==> config.mk <==
export PLATFORM = sky130hd
export DESIGN_NAME = isa_aggregator
export DESIGN_NICKNAME = d
export VERILOG_FILES = /design/src/rtl/isa_pkg.sv /design/src/rtl/isa_decode.sv /design/src/rtl/isa_status_reg.sv /design/src/rtl/isa_notify.sv /design/src/rtl/isa_aggregator.sv
export SDC_FILE = /design/constraint.sdc
export NUM_CORES = 1
export LEC_CHECK = 0
export ABC_AREA = 1
export BUFFER_PORTS_ARGS = -buffer_cell sky130_fd_sc_hd__buf_2
export CAP_MARGIN = 5
export CORE_AREA = 3 3 82 84
export DETAILED_ROUTE_END_ITERATION = 7
export DIE_AREA = 0 0 85 87
export PLACE_DENSITY = 0.77
export REMOVE_ABC_BUFFERS = 1
export SYNTH_ARGS = -nofsm -noshare
export SYNTH_HDL_FRONTEND = slang
export SYNTH_HIERARCHICAL = 1
export SYNTH_SLANG_ARGS = --single-unit
==> constraint.sdc <==
create_clock -name clk -period 1.3 [get_ports clk]
set_clock_uncertainty 0.05 [all_clocks]
set_input_delay 0.13 -clock clk [delete_from_list [all_inputs] [get_ports clk]]
set_output_delay 0.13 -clock clk [all_outputs]
set_load 0.005 [all_outputs]
==> src/rtl/isa_pkg.sv <==
package isa_pkg;
  typedef enum logic [1:0] {
    ISA_OP_NONE = 2'd0,
    ISA_OP_SET  = 2'd1,
    ISA_OP_CLR  = 2'd2
  } isa_op_e;
endpackage

==> src/rtl/isa_decode.sv <==
module isa_decode
  import isa_pkg::*;
#(
  parameter int unsigned ADDR_W   = 8,
  parameter int unsigned SIZE_W   = 4,
  parameter int unsigned OK_SIZE  = 4,
  parameter int unsigned STAT_OFS = 'h24,
  parameter int unsigned SET_OFS  = 'h60,
  parameter int unsigned CLR_OFS  = 'h64
) (
  input  logic              bus_valid,
  input  logic              bus_write,
  input  logic [ADDR_W-1:0] bus_addr,
  input  logic [SIZE_W-1:0] bus_size,
  output isa_op_e           op,
  output logic              rd_hit
);
  localparam logic [ADDR_W-1:0] STAT_A = ADDR_W'(STAT_OFS);
  localparam logic [ADDR_W-1:0] SET_A  = ADDR_W'(SET_OFS);
  localparam logic [ADDR_W-1:0] CLR_A  = ADDR_W'(CLR_OFS);
  localparam logic [SIZE_W-1:0] SZ_OK  = SIZE_W'(OK_SIZE);

  logic size_ok;
  logic wr_ok;

  always_comb begin
    size_ok = (bus_size == SZ_OK);
    wr_ok   = bus_valid && bus_write && size_ok;
    rd_hit  = bus_valid && !bus_write && size_ok && (bus_addr == STAT_A);
    if (wr_ok && (bus_addr == SET_A)) begin
      op = ISA_OP_SET;
    end else if (wr_ok && (bus_addr == CLR_A)) begin
      op = ISA_OP_CLR;
    end else begin
      op = ISA_OP_NONE;
    end
  end
endmodule

==> src/rtl/isa_status_reg.sv <==
module isa_status_reg
  import isa_pkg::*;
#(
  parameter int unsigned DATA_W = 32,
  parameter int unsigned N_HW   = 2
) (
  input  logic                   clk,
  input  logic                   rst_n,
  input  isa_op_e                op,
  input  logic [DATA_W-1:0]      wdata,
  input  logic [N_HW-1:0]        hw_raise,
  input  logic [N_HW*DATA_W-1:0] hw_mask,
  output logic [DATA_W-1:0]      status_q,
  output logic                   raise_evt,
  output logic                   next_nz
);
  logic [N_HW:0][DATA_W-1:0] hw_acc;
  logic [DATA_W-1:0]         set_vec;
  logic [DATA_W-1:0]         clr_vec;
  logic [DATA_W-1:0]         status_d;
  logic                      status_en;

  assign hw_acc[0] = '0;
  for (genvar g = 0; g < N_HW; g++) begin : g_src
    assign hw_acc[g+1] = hw_acc[g] |
                         (hw_raise[g] ? hw_mask[g*DATA_W +: DATA_W] : '0);
  end

  always_comb begin
    set_vec   = (op == ISA_OP_SET) ? wdata : '0;
    clr_vec   = (op == ISA_OP_CLR) ? wdata : '0;
    // raises are ORed after the clear, so a raise beats a clear on the same bit
    status_d  = (status_q & ~clr_vec) | set_vec | hw_acc[N_HW];
    raise_evt = (op == ISA_OP_SET) || (|hw_raise);
    status_en = (op != ISA_OP_NONE) || (|hw_raise);
    next_nz   = |status_d;
  end

  always_ff @(posedge clk or negedge rst_n) begin
    if (!rst_n) begin
      status_q <= '0;
    end else if (status_en) begin
      status_q <= status_d;
    end
  end
endmodule

==> src/rtl/isa_notify.sv <==
module isa_notify (
  input  logic clk,
  input  logic rst_n,
  input  logic raise_evt,
  input  logic next_nz,
  input  logic msi_enable,
  output logic irq_level,
  output logic msi_pulse
);
  logic level_d;
  logic pulse_d;

  always_comb begin
    pulse_d = msi_enable && raise_evt && next_nz;
    if (msi_enable) begin
      level_d = 1'b0;
    end else if (raise_evt && next_nz) begin
      level_d = 1'b1;
    end else if (!next_nz) begin
      level_d = 1'b0;
    end else begin
      level_d = irq_level;
    end
  end

  always_ff @(posedge clk or negedge rst_n) begin
    if (!rst_n) begin
      irq_level <= 1'b0;
      msi_pulse <= 1'b0;
    end else begin
      irq_level <= level_d;
      msi_pulse <= pulse_d;
    end
  end
endmodule

==> src/rtl/isa_aggregator.sv <==
module isa_aggregator
  import isa_pkg::*;
#(
  parameter int unsigned DATA_W   = 32,
  parameter int unsigned ADDR_W   = 8,
  parameter int unsigned SIZE_W   = 4,
  parameter int unsigned OK_SIZE  = 4,
  parameter int unsigned N_HW     = 2,
  parameter int unsigned STAT_OFS = 'h24,
  parameter int unsigned SET_OFS  = 'h60,
  parameter int unsigned CLR_OFS  = 'h64
) (
  input  logic                   clk,
  input  logic                   rst_n,
  input  logic                   bus_valid,
  input  logic                   bus_write,
  input  logic [ADDR_W-1:0]      bus_addr,
  input  logic [SIZE_W-1:0]      bus_size,
  input  logic [DATA_W-1:0]      bus_wdata,
  output logic [DATA_W-1:0]      rd_data,
  input  logic [N_HW-1:0]        hw_raise,
  input  logic [N_HW*DATA_W-1:0] hw_mask,
  input  logic                   msi_enable,
  output logic                   irq_level,
  output logic                   msi_pulse
);
  isa_op_e           op;
  logic              rd_hit;
  logic [DATA_W-1:0] status_q;
  logic              raise_evt;
  logic              next_nz;

  isa_decode #(
    .ADDR_W(ADDR_W), .SIZE_W(SIZE_W), .OK_SIZE(OK_SIZE),
    .STAT_OFS(STAT_OFS), .SET_OFS(SET_OFS), .CLR_OFS(CLR_OFS)
  ) u_dec (
    .bus_valid(bus_valid), .bus_write(bus_write), .bus_addr(bus_addr),
    .bus_size(bus_size), .op(op), .rd_hit(rd_hit)
  );

  isa_status_reg #(.DATA_W(DATA_W), .N_HW(N_HW)) u_stat (
    .clk(clk), .rst_n(rst_n), .op(op), .wdata(bus_wdata),
    .hw_raise(hw_raise), .hw_mask(hw_mask), .status_q(status_q),
    .raise_evt(raise_evt), .next_nz(next_nz)
  );

  isa_notify u_ntf (
    .clk(clk), .rst_n(rst_n), .raise_evt(raise_evt), .next_nz(next_nz),
    .msi_enable(msi_enable), .irq_level(irq_level), .msi_pulse(msi_pulse)
  );

  assign rd_data = rd_hit ? status_q : '1;
endmodule

==> impl_metrics.xml <==
<?xml version="1.0" encoding="UTF-8"?>
<metrics>
  <group name="routing">
    <metric name="routed_wire_length" unit="um">10600</metric>
    <metric name="initial_drt_pass_iterations" unit="">5</metric>
    <metric name="drc" unit="">0</metric>
    <metric name="detailed_route_vias_per_instance" unit="">4.760</metric>
    <metric name="average_routed_wire_per_standard_cell" unit="um">13.69</metric>
    <metric name="final_antenna_net_count" unit="">0</metric>
    <metric name="num_vias" unit="">3684</metric>
    <metric name="initialDrtViolationCount" unit="">191</metric>
  </group>
  <group name="die">
    <metric name="pin_count" unit="">149</metric>
    <metric name="floorplan.rows" unit="">28</metric>
    <metric name="die_height" unit="um">87</metric>
    <metric name="die_footprint" unit="um2">7395</metric>
    <metric name="floorplan.core_area" unit="um2">5991</metric>
    <metric name="die_w" unit="um">85</metric>
    <metric name="floorplan.initialDensity" unit="">0.4593</metric>
  </group>
  <group name="setup_path">
    <metric name="worstPathMaxFanout" unit="">4</metric>
    <metric name="path_delay_family" unit="">simple AND/OR/NAND/NOR gates</metric>
    <metric name="timing.critical_path.slowest_cell_delay" unit="ns">0.18</metric>
    <metric name="cp_data_required_time" unit="ns">1.43</metric>
    <metric name="setup.worst_path.start_class" unit="">primary input</metric>
    <metric name="timing.critical_path.cells" unit="">buf_6, inv_4, nand2_4, buf_6, nor2_4, nand2_2, nor2_4, buf_6, inv_4, nor2_4, clkbuf_16, nand2_2, nand2_1, inv_1, nor2_2, nand2_1, nor2_1, nand2_1, nor2_1, nand2_1, nand2_1, nor2_2</metric>
    <metric name="critical-path-top-cell-by-count" unit="">nand2_1</metric>
    <metric name="arrival" unit="ns">2.08</metric>
    <metric name="critical_path_capture_point_type" unit="">register</metric>
    <metric name="worst-path-buf-inv" unit="">7</metric>
    <metric name="timing.critical_path.slowest_stage_cell" unit="">clkbuf_16</metric>
    <metric name="critPathKind" unit="">primary input to register</metric>
  </group>
  <group name="global_route">
    <metric name="grt_use_total" unit="">0.2375</metric>
    <metric name="global_route.usage.met2" unit="">0.4414</metric>
    <metric name="grt_use_met1" unit="">0.2795</metric>
    <metric name="via_count_of_the_first_global_routing_pass" unit="">3212</metric>
    <metric name="grt_overflow_total" unit="">0</metric>
    <metric name="global_route.peak_usage_layer" unit="">met2</metric>
    <metric name="grt_max_degree" unit="">32</metric>
    <metric name="grt_util_met3" unit="">0.04920</metric>
    <metric name="grt_pass1_wl" unit="um">14060</metric>
    <metric name="grt_antenna_before_repair" unit="">0</metric>
  </group>
  <group name="pwr">
    <metric name="power.clock.fraction" unit="">0.341</metric>
    <metric name="seq_power_share" unit="">0.447</metric>
    <metric name="leakage" unit="nW">2.540</metric>
    <metric name="ir_worst_vdd" unit="mV">0.3175</metric>
    <metric name="power.combinational.fraction" unit="">0.212</metric>
    <metric name="powerDensity" unit="nW/um2">533.6</metric>
    <metric name="p_int" unit="W">0.001727</metric>
    <metric name="netSwitchingFraction" unit="">0.2745</metric>
    <metric name="netSwitchingPower" unit="W">0.0006533</metric>
    <metric name="report.power.total" unit="W">0.002380</metric>
  </group>
  <group name="yosys">
    <metric name="ys_ff_latch" unit="">34</metric>
    <metric name="synthDistinctLibCells" unit="">14</metric>
    <metric name="ys_seq_area_frac" unit="">0.3092</metric>
    <metric name="syn_avg_cell_area" unit="um2">5.374</metric>
    <metric name="postSynthCellCount" unit="">512</metric>
    <metric name="yosysWarnings" unit="">6</metric>
    <metric name="mappedNetlistArea" unit="um2">2751</metric>
  </group>
  <group name="sta">
    <metric name="report.final.setup_viol" unit="">65</metric>
    <metric name="report.final.hold_viol_count" unit="">0</metric>
    <metric name="tns" unit="ns">-22.70</metric>
    <metric name="timing_worst_slew_pin_value" unit="ns">0.6039</metric>
    <metric name="post-route-min-period" unit="ns">1.949</metric>
    <metric name="final-max-slew-violation-count" unit="">0</metric>
    <metric name="setup_repair_after_global_routing_missed_its_margin" unit="">true</metric>
    <metric name="maxSlewHeadroom" unit="">0.5974</metric>
    <metric name="worst_slack" unit="ns">-0.6493</metric>
    <metric name="fin_crit_sh" unit="">1.499</metric>
    <metric name="max_clock_freq" unit="MHz">513.0</metric>
  </group>
  <group name="cts">
    <metric name="tritoncts" unit="">built</metric>
    <metric name="clk_root_buffer_cell" unit="">clkbuf_8</metric>
    <metric name="clock_sinks" unit="">34</metric>
    <metric name="worst_setup_hold_path_clk_slew" unit="ns">0.07</metric>
    <metric name="clock_tree.buffer_depth" unit="">2</metric>
    <metric name="numCtsBuffers" unit="">5</metric>
    <metric name="cts-htree-levels" unit="">2</metric>
    <metric name="clock_insertion_delay_worst_skew" unit="ns">0.28</metric>
  </group>
  <group name="status">
    <metric name="outcome" unit="">finished, violations left</metric>
    <metric name="failing_checks" unit="">negative setup slack</metric>
  </group>
  <group name="run">
    <metric name="timing.max_cap.violations" unit="">0</metric>
  </group>
  <group name="finish">
    <metric name="fin_nets" unit="">813</metric>
    <metric name="drive_above_1_share" unit="">0.4092</metric>
    <metric name="layout-area-overhead-vs-synth" unit="%">62.12</metric>
    <metric name="antenna_cells" unit="">0</metric>
  </group>
  <group name="placed_design">
    <metric name="port_buffers" unit="">148</metric>
    <metric name="place.detailed.hpwl" unit="um">6064</metric>
    <metric name="gp_routability_congestion" unit="">0.8099</metric>
    <metric name="dp_slack" unit="ns">-1.192</metric>
  </group>
  <group name="hold_path">
    <metric name="timing.hold.worst.class" unit="">primary input to register</metric>
  </group>
</metrics>
[worst paths after layout]
path                       cells past startpoint  slack (ns)             endpoint                 from
setup reg to reg                              10       -0.10      u_ntf/irq_level   u_stat/status_q[9]
hold reg to reg                                4        0.51  u_stat/status_q[26]  u_stat/status_q[26]
setup / recovery                              22       -0.65      u_ntf/irq_level          bus_addr[0]
max in group asynchronous                      3        0.48  u_stat/status_q[29]                rst_n
min in group asynchronous                      2        0.28  u_stat/status_q[31]                rst_n
hold / removal                                 3        0.05      u_ntf/msi_pulse           msi_enable
[kinds of logic after synthesis]
group         synth area share
simple gates            0.4948
flops                   0.3092
buf+inv                 0.1960
[layer usage]
metal  share of wire  wire (um)
met1            0.37       3953
met2            0.52       5462
met3           0.088        928
met4           0.024        253
met5               0          0
[timing repair]
action	4_1_cts	5_1_grt
gates cloned	5	1
hold buffers	1	0
resized for setup	62	77
endpoints found under the setup margin	66	66
pin swaps	13	42
buffers inserted	13	14
hold endpoints to repair	17	0
[per-stage QoR]
stage,util,instances,cell area [um2],hold slack (ns)
after detailed placement,0.6117,738,3665,0.04592
after global placement,0.6117,738,3665,0.04296
after CTS,0.6823,760,4088,0.02038
final,0.7446,774,4461,0.04906
after global routing,0.7446,774,4461,0.04121
after floorplan,-,493,2633,-0.2156
[area by class of cell]
class / instances / area (um2)
tap: 75 / 93.84
fill: 462 / 1530
sequential: 34 / 850.8
clock buffer: 6 / 82.58
clock inverter: 2 / 12.51
timing repair buffer: 195 / 1340
multi-input combinational: 350 / 1648
inverter: 112 / 432.9
[layout by cell type (no fill, tap or decap)]
master | netlist | final
clkbuf_16 | 0 | 2
nor2_1 | 55 | 28
dfrtp_1 | 34 | 34
nand2_4 | 0 | 8
buf_12 | 0 | 5
clkinvlp_4 | 0 | 1
nor2_4 | 0 | 15
buf_6 | 5 | 25
nand3b_1 | 1 | 1
clkbuf_8 | 0 | 6
clkinv_2 | 0 | 1
inv_2 | 4 | 13
nand2_2 | 2 | 22
dlygate4sd3_1 | 0 | 1
nand3_1 | 32 | 29
buf_8 | 0 | 4
buf_4 | 1 | 19
nand2_1 | 253 | 225
nor2_2 | 3 | 18
nand3_2 | 0 | 3
inv_4 | 0 | 5
inv_1 | 108 | 94
or3_1 | 1 | 1
buf_2 | 5 | 139
[worst register-to-register path: cells and delay by family, from the launching register on]
family	cells	cell delay (ns)
flops	1	0.41
simple gates	10	0.86
[flip-flops by register name, indices dropped and copies added, names as in the netlist]
register,count
u_ntf/irq_level,1
u_ntf/msi_pulse,1
u_stat/status_q,32
[power by group through the flow]
stage / sequential, W / clock, W / combinational (W)
after floorplan: 0.00108 / 0 / 0.000125
after global placement: 0.00108 / 0 / 0.000393
after detailed placement: 0.00108 / 0 / 0.000404
after CTS: 0.00106 / 0.000832 / 0.000438
after global routing: 0.00106 / 0.000871 / 0.000558
final: 0.00106 / 0.000811 / 0.000505
[synthesized netlist by cell type]
master | instances | share of area
buf_2 | 5 | 0.0091
nand2_2 | 2 | 0.0045
or3_1 | 1 | 0.0023
buf_6 | 5 | 0.020
nor2_2 | 3 | 0.0068
buf_4 | 1 | 0.0027
inv_2 | 4 | 0.0055
nand2_1 | 253 | 0.35
inv_1 | 108 | 0.15
nor2_1 | 55 | 0.075
nand3b_1 | 1 | 0.0027
dfrtp_1 | 34 | 0.31
nand3_1 | 32 | 0.058
clkbuf_1 | 8 | 0.011
Power figures use the tool's default switching activity.
